## src/rtl/fcmd_pkg.sv

```systemverilog
package fcmd_pkg;

   localparam int unsigned CMD_W = 14;

   localparam logic [2:0] SLOT_CMD  = 3'd0;
   localparam logic [2:0] SLOT_ADDR = 3'd1;
   localparam logic [2:0] SLOT_WDAT = 3'd2;
   localparam logic [2:0] SLOT_RDAT = 3'd3;
   localparam logic [2:0] SLOT_KEY  = 3'd4;

   typedef struct packed {
      logic       hv;
      logic       prog;
      logic       mass;
      logic       erase;
      logic       info;
      logic       sense;
      logic       col;
      logic       row;
      logic [2:0] delay;
      logic       rd;
      logic       wr;
      logic       ctl;
   } cmd_t;

endpackage

```

## src/rtl/fcmd_keyguard.sv

```systemverilog
module fcmd_keyguard #(
   parameter logic [31:0] KEY_VALUE = 32'h8AAA5551
) (
   input  logic        clk,
   input  logic        rst_n,
   input  logic        key_we,
   input  logic [31:0] key_wdata,
   output logic        open_q
);

   always_ff @(posedge clk or negedge rst_n) begin
      if (!rst_n) begin
         open_q <= 1'b0;
      end else if (key_we) begin
         open_q <= (key_wdata == KEY_VALUE);
      end
   end

endmodule

```

## src/rtl/fcmd_regs.sv

```systemverilog
module fcmd_regs
   import fcmd_pkg::*;
#(
   parameter int unsigned ADDR_W    = 16,
   parameter int unsigned DELAY_RST = 3
) (
   input  logic              clk,
   input  logic              rst_n,
   input  logic              open_q,
   input  logic              cmd_we,
   input  logic              addr_we,
   input  logic              wdat_we,
   input  logic [31:0]       wdata,
   output cmd_t              cmd_q,
   output logic [ADDR_W-1:0] addr_q,
   output logic [31:0]       wdat_q
);

   localparam int unsigned WORD_AW = ADDR_W - 2;

   logic [WORD_AW-1:0] word_q;
   cmd_t               cmd_rst;

   always_comb begin
      cmd_rst       = '0;
      cmd_rst.delay = DELAY_RST[2:0];
   end

   always_ff @(posedge clk or negedge rst_n) begin
      if (!rst_n) begin
         cmd_q  <= cmd_rst;
         word_q <= '0;
         wdat_q <= '0;
      end else if (open_q) begin
         if (cmd_we)  cmd_q  <= cmd_t'(wdata[CMD_W-1:0]);
         if (addr_we) word_q <= wdata[ADDR_W-1:2];
         if (wdat_we) wdat_q <= wdata;
      end
   end

   assign addr_q = {word_q, 2'b00};

endmodule

```

## src/rtl/fcmd_capture.sv

```systemverilog
module fcmd_capture (
   input  logic        clk,
   input  logic        rst_n,
   input  logic        row,
   input  logic        col,
   input  logic        sense,
   input  logic [31:0] arr_rdata,
   output logic [31:0] rdat_q
);

   logic fire;
   assign fire = row & col & sense;

   always_ff @(posedge clk or negedge rst_n) begin
      if (!rst_n) begin
         rdat_q <= '0;
      end else if (fire) begin
         rdat_q <= arr_rdata;
      end
   end

endmodule

```

## src/rtl/fcmd_gate.sv

```systemverilog
module fcmd_gate
   import fcmd_pkg::*;
#(
   parameter int unsigned ADDR_W    = 16,
   parameter int unsigned DELAY_RST = 3,
   parameter logic [31:0] KEY_VALUE = 32'h8AAA5551
) (
   input  logic              clk,
   input  logic              rst_n,
   input  logic              bus_we,
   input  logic [4:0]        bus_addr,
   input  logic [31:0]       bus_wdata,
   output logic [31:0]       bus_rdata,
   output logic [ADDR_W-1:0] arr_addr,
   output logic [31:0]       arr_wdata,
   input  logic [31:0]       arr_rdata,
   output logic              reg_ctl,
   output logic              wr_mode,
   output logic              rd_mode,
   output logic [2:0]        wait_cfg,
   output logic              row_en,
   output logic              col_en,
   output logic              sense_en,
   output logic              info_sel,
   output logic              erase_en,
   output logic              mass_sel,
   output logic              prog_en,
   output logic              hv_en
);

   localparam int unsigned PAD_CMD  = 32 - CMD_W;
   localparam int unsigned PAD_ADDR = 32 - ADDR_W;

   if (ADDR_W < 3 || ADDR_W > 31) begin : g_bad_addr_w
      $error("fcmd_gate: ADDR_W must lie in 3..31");
   end
   if (DELAY_RST > 7) begin : g_bad_delay
      $error("fcmd_gate: DELAY_RST must fit in three bits");
   end

   logic              word_ok;
   logic [2:0]        slot;
   logic              key_open;
   cmd_t              cmd_q;
   logic [CMD_W-1:0]  cmd_vec;
   logic [ADDR_W-1:0] addr_q;
   logic [31:0]       wdat_q;
   logic [31:0]       rdat_q;

   assign word_ok = (bus_addr[1:0] == 2'b00);
   assign slot    = bus_addr[4:2];
   assign cmd_vec = cmd_q;

   fcmd_keyguard #(.KEY_VALUE(KEY_VALUE)) u_key (
      .clk       (clk),
      .rst_n     (rst_n),
      .key_we    (bus_we && word_ok && slot == SLOT_KEY),
      .key_wdata (bus_wdata),
      .open_q    (key_open)
   );

   fcmd_regs #(.ADDR_W(ADDR_W), .DELAY_RST(DELAY_RST)) u_regs (
      .clk     (clk),
      .rst_n   (rst_n),
      .open_q  (key_open),
      .cmd_we  (bus_we && word_ok && slot == SLOT_CMD),
      .addr_we (bus_we && word_ok && slot == SLOT_ADDR),
      .wdat_we (bus_we && word_ok && slot == SLOT_WDAT),
      .wdata   (bus_wdata),
      .cmd_q   (cmd_q),
      .addr_q  (addr_q),
      .wdat_q  (wdat_q)
   );

   fcmd_capture u_cap (
      .clk       (clk),
      .rst_n     (rst_n),
      .row       (cmd_q.row),
      .col       (cmd_q.col),
      .sense     (cmd_q.sense),
      .arr_rdata (arr_rdata),
      .rdat_q    (rdat_q)
   );

   always_comb begin
      bus_rdata = '0;
      if (word_ok) begin
         case (slot)
            SLOT_CMD:  bus_rdata = {{PAD_CMD{1'b0}}, cmd_vec};
            SLOT_ADDR: bus_rdata = {{PAD_ADDR{1'b0}}, addr_q};
            SLOT_WDAT: bus_rdata = wdat_q;
            SLOT_RDAT: bus_rdata = rdat_q;
            SLOT_KEY:  bus_rdata = {31'd0, key_open};
            default:   bus_rdata = '0;
         endcase
      end
   end

   assign arr_addr  = addr_q;
   assign arr_wdata = wdat_q;
   assign reg_ctl   = cmd_q.ctl;
   assign wr_mode   = cmd_q.wr;
   assign rd_mode   = cmd_q.rd;
   assign wait_cfg  = cmd_q.delay;
   assign row_en    = cmd_q.row;
   assign col_en    = cmd_q.col;
   assign sense_en  = cmd_q.sense;
   assign info_sel  = cmd_q.info;
   assign erase_en  = cmd_q.erase;
   assign mass_sel  = cmd_q.mass;
   assign prog_en   = cmd_q.prog;
   assign hv_en     = cmd_q.hv;

endmodule

```

## config.mk

```make
export PLATFORM = sky130hd
export DESIGN_NAME = fcmd_gate
export DESIGN_NICKNAME = d
export VERILOG_FILES = /design/src/rtl/fcmd_pkg.sv /design/src/rtl/fcmd_keyguard.sv /design/src/rtl/fcmd_regs.sv /design/src/rtl/fcmd_capture.sv /design/src/rtl/fcmd_gate.sv
export SDC_FILE = /design/constraint.sdc
export NUM_CORES = 1
export LEC_CHECK = 0
export ABC_AREA = 0
export CAP_MARGIN = 20
export CORE_AREA = 10 10 111 113
export DETAILED_ROUTE_END_ITERATION = 8
export DIE_AREA = 0 0 121 123
export PLACE_DENSITY = 0.85
export SETUP_SLACK_MARGIN = 0.2
export SLEW_MARGIN = 20
export SYNTH_ARGS = -nofsm -noshare
export SYNTH_HDL_FRONTEND = slang
export SYNTH_SLANG_ARGS = --single-unit
```

## constraint.sdc

```tcl
create_clock -name clk -period 2.6 [get_ports clk]
set_input_delay 0.78 -clock clk [delete_from_list [all_inputs] [get_ports clk]]
set_output_delay 0.78 -clock clk [all_outputs]
set_load 0.005 [all_outputs]
```

==> Yosys cells after proc, flatten, opt, wreduce, memory -nomap -nowiden <==
Cells that the tools add are included.
{ "word_totals": {"output_inout_bits": 94, "in_bits": 72, "register_bits": 93, "word_cells": 35} }
{ "classes": {"n_eq_ne": 5, "bitwise_logic": 2, "n_reduce_logical": 10, "muxes": 2} }
{ "op_table": {"columns": ["cell", "n"], "rows": [
  ["$pmux 32 s5", 1],
  ["$eq 32x32->1 const B", 1],
  ["$mux 32", 1],
  ["$eq 3x2->1 const B", 2],
  ["$reduce_and 2->1", 3],
  ["$logic_and 1x1->1", 5],
  ["$eq 3x1->1 const B", 1],
  ["$eq 3x3->1 const B", 1],
  ["$logic_not 3->1", 1],
  ["$and 1x1->1", 2],
  ["$logic_not 2->1", 1]
]} }

==> Depth between registers and ports, before layout <==
{ "logic_depth": {"depth_word": 4, "mapped_depth": 6, "depth_no_buf": 3} }

==> Cells and area by module <==
Synthesis repeated with hierarchy kept, for this count alone.
{ "hier_totals": {"hier_cells": 337, "hier_area_um2": 4634.4} }
{ "by_module_without_submodules": {"columns": ["module", "cells_each", "area_per_inst_um2", "n_inst", "seq_area_each_um2"], "rows": [
  ["fcmd_regs", 131, 2254.7, 1, 1503.9],
  ["fcmd_capture", 68, 1317.5, 1, 800.8],
  ["fcmd_gate", 124, 910.9, 1, 0.0],
  ["fcmd_keyguard", 14, 151.4, 1, 25.0]
]} }

==> Worst setup path before layout <==
OpenSTA, ideal clock, no wires.
{ "synth_path": {"path_kind": "input to output", "from": "input bus_addr[4]", "to": "output bus_rdata[21]", "path_stages": 6, "t_required_ns": 1.820, "setup_slack_ns": 0.094, "n_path_buf": 3, "arrival_time_ns": 1.726, "cell_sequence": "buf_4 > nor3b_4 > buf_4 > buf_2 > a22oi_1 > nor2_1"} }
{ "synth_via": {"elab_chain_len": 3, "word_cells_on_any_way": 7, "classes_between": "eq/ne (4); mux (2); reduce/logical (1)"} }
{ "synth_rtl": {"columns": ["element", "line", "rtl"], "rows": [
  ["from (decl)", "fcmd_gate.sv:11", "input logic [4:0] bus_addr,"],
  ["$eq 3x3->1 (tied with other cells)", "fcmd_gate.sv:88", "case (slot)"],
  ["$pmux 32 s5 *", "fcmd_gate.sv:88", null],
  ["$mux 32 *", "fcmd_gate.sv:87", "if (word_ok) begin"],
  ["to (decl)", "fcmd_gate.sv:13", "output logic [31:0] bus_rdata,"]
]} }
Every way passes the cells marked *; elsewhere a longest branch is shown, timed or not.

==> Worst setup path in the final report <==
{ "layout_path": {"from": "input bus_addr[4]", "to": "output bus_rdata[5]"} }
Same word-level chain as after synthesis.

==> results.md <==
- Status: finished with violations
- Failing checks: setup timing
- Routed Antenna Nets: 0
- Area grow syn2layout: 62.8%
- Hold Vio Cnt, Final: 0
- Hold slack: 0.338 ns
- Final period utilization: 103%
- FMAX: 0.374 GHz
- Top Ports: 166
- Gr usage total: 20.8%
- Setup Skew: 0.00925 ns
- TritonRoute pass-1 iters: 4
- Initial antenna violation count: 0
- Hold/Removal Path Class: primary input to asynchronous set/reset pin
- CTS tree: done
- Vias in the first global route: 4069
- Num CTS Buffers: 9
- Die area: 14900 um^2
- Filler cells: 638
- Pin count of the biggest net entering global routing: 36
- CP Data Arrival Time: 1.89 ns
- Worst path required time: 1.82 ns
- Pre-CTS setup slack: -0.957 ns
- CP peak stage delay: 0.25 ns
- Nets: 606
- Post-synthesis sequential area ratio: 52.1%
- Avg Cell Area, Syn: 14.1 um^2
- Total grt overflow: 0
- Sequential group share of total power: 50.5%
- Yosys top cell by area: dfrtp_1
- Synthesized flop and latch total: 93
- Cells after Synth: 318
- Setup tns final: -0.354 ns
- Clock power frac: 36.5%
- Diodes inserted: 0
- Hold_buf cts: 0
- Top cell family by delay on the critical path: buffers and inverters
- Final WL: 16.1 mm
- Unrepaired setup endpoints after global routing: true
- CP max stage cell: nor3_4
- Fraction of layout cells with a size suffix above 1: 51.0%
- Pleak: 3.28 nW
- Unique masters post-synth: 30
- Net Sw Frac: 24.0%
- Flop-to-flop setup slack: 0.97 ns
- Synth area leaders: dfrtp_1, mux2_4, mux2_2
- Rows: 37
- Slew Limit Fails: 0
- Buffers on Ports: 163
- Starting density of the core: 44.1%
- DIE WIDTH: 121 um
- CTS max path bufs: 2
- Post-Layout Cell Count: 675
- Synth top area share: 50.9%
- VDD IR-drop max: 0.000267 V
- Area after DPL: 6500 um^2
- Pwr dens: 405 nW/um^2
- DRC: 0
- Final GP Congestion: 0.828
- Worst-case setup margin in the final layout: -0.0722 ns
- DR vias: 3689
- Clk pin slew, worst setup/hold paths: 0.10 ns
- Drt wl/cell: 23.8 um
- Final Util: 71.8%
- Initial drt markers: 240
- Comb power frac: 13.1%
- Worst path depth: 8
- Die Height: 123 um
- Number of cells on the worst reg-to-reg path: 3
- DP Cell Count: 628
- Final instance area: 7280 um^2
- Clk_lat worst skew: 0.36 ns
- H-tree levels: 3
- Clk sink count: 93
- DP HPWL: 10.6 mm
- Worst path bufs/invs: 5
- Core box area: 10100 um^2
- Crit Path Max Fanout: 6
- Synth Cell Area: 4470 um^2
- Min Tclk post-route: 2.67 ns
- Worst-path cell chain: buf_12, buf_6, nor3_4, buf_4, buf_6, a22oi_2, a21oi_2, buf_2
- Overall power: 2.95 mW
- Final setup viols: 12
- Root buf cell: clkbuf_8
- NetSw: 0.706 mW
- Yosys warnings: 0
- Worst setup SP type: primary input
- Vias per cell: 5.47
- First-pass GRT wire length: 23.8 mm
- Max cap viols: 0
- Path type of the worst setup path: primary input to output port
- Internal Power: 2.24 mW
- CP endpoint kind: output port
- Most common cell on crit path: buf_6
[routing by layer]
layer | GRT usage, % | vias to the layer above | share of wire (%)
met5 | 0 | - | 0
met4 | 8.67 | 0 | 2.4
met3 | 6.11 | 28 | 7.3
met2 | 35.7 | 149 | 50
met1 | 23.7 | 1892 | 41
li1 | - | 1620 | -
[cell usage after synthesis]
library cell  count
and3b_1           1
nor4b_1           2
and4bb_2          1
o41ai_1           1
nand2_2           3
nand4_1           2
dfstp_2           2
nand3_1           1
buf_6             5
nand2_1           1
or3b_2            1
nor2_1           18
nor3_4            1
o21ai_0           2
clkbuf_1          1
dfrtp_1          91
nor3b_4           2
nor2b_1           1
buf_2            12
mux2_2           45
nor4bb_1          6
buf_4             4
conb_1            1
buf_1             2
nor3_1            3
a22oi_1          44
a32oi_1           1
or3b_1            1
mux2_4           50
a21oi_1          13
[power by group through the flow]
stage | Sequential (mW) | Combinational (mW) | Clock (mW)
6_report | 1.49 | 0.386 | 1.07
2_1_floorplan | 1.51 | 0.0882 | 0
3_3_place_gp | 1.51 | 0.282 | 0
4_1_cts | 1.48 | 0.352 | 1.09
3_5_place_dp | 1.51 | 0.291 | 0
5_1_grt | 1.49 | 0.408 | 1.15
[logic make-up after synthesis]
family	count (synthesis)	share of synthesized area, %
AO/OA/AOI/OAI	61	9.46
buffers and inverters	24	3.53
flip-flops	93	52.1
multiplexers	95	28.1
other	1	0.0839
AND/OR/NAND/NOR	44	6.69
[final cells by class]
cell class,instances,area [um^2],share of cell area (%)
sequential,93,2330,32.0
timing repair buffer,228,2300,31.5
multi-input combinational,202,2270,31.2
tap,136,170,2.34
clock buffer,11,131,1.81
clock inverter,5,83.8,1.15
[what timing repair did]
item / 4_1_cts / 5_1_grt
pin swaps: 22 / 40
endpoints found under the setup margin: 32 / 32
resized for setup: 200 / 45
cloned: 3 / 1
setup buffers: 20 / 7
[path summary, 6_finish.rpt]
check	startpoint	to
hold reg to reg	u_cap.rdat_q[2]	u_cap.rdat_q[2]
setup reg to reg	u_regs.cmd_q[7]	u_cap.rdat_q[16]
max in group asynchronous	rst_n	u_cap.rdat_q[21]
hold / removal	rst_n	u_regs.wdat_q[19]
min in group clk	u_cap.rdat_q[2]	u_cap.rdat_q[2]
setup / recovery	bus_addr[4]	bus_rdata[5]
[cell usage in the layout (no fill, tap or decap), types with 3 or more instances in the layout]
cell,netlist,final
mux2_4,50,52
clkbuf_8,0,9
buf_6,5,20
clkdlybuf4s50_1,0,125
buf_4,4,30
nand2_2,3,3
a21oi_2,0,8
buf_12,0,15
nor4bb_1,6,6
a21oi_1,13,5
mux2_2,45,43
nor2_1,18,15
a22oi_2,0,34
a22oi_1,44,10
buf_2,12,31
nor3_4,1,3
dfrtp_1,91,91
buf_16,0,3
[state kept, by name, indices dropped and copies added (netlist names)]
name / cells
u_cap.rdat_q: 32
u_regs.wdat_q: 32
u_regs.cmd_q: 14
u_regs.word_q: 14
u_key.open_q: 1
Power figures use the tool's default switching activity.
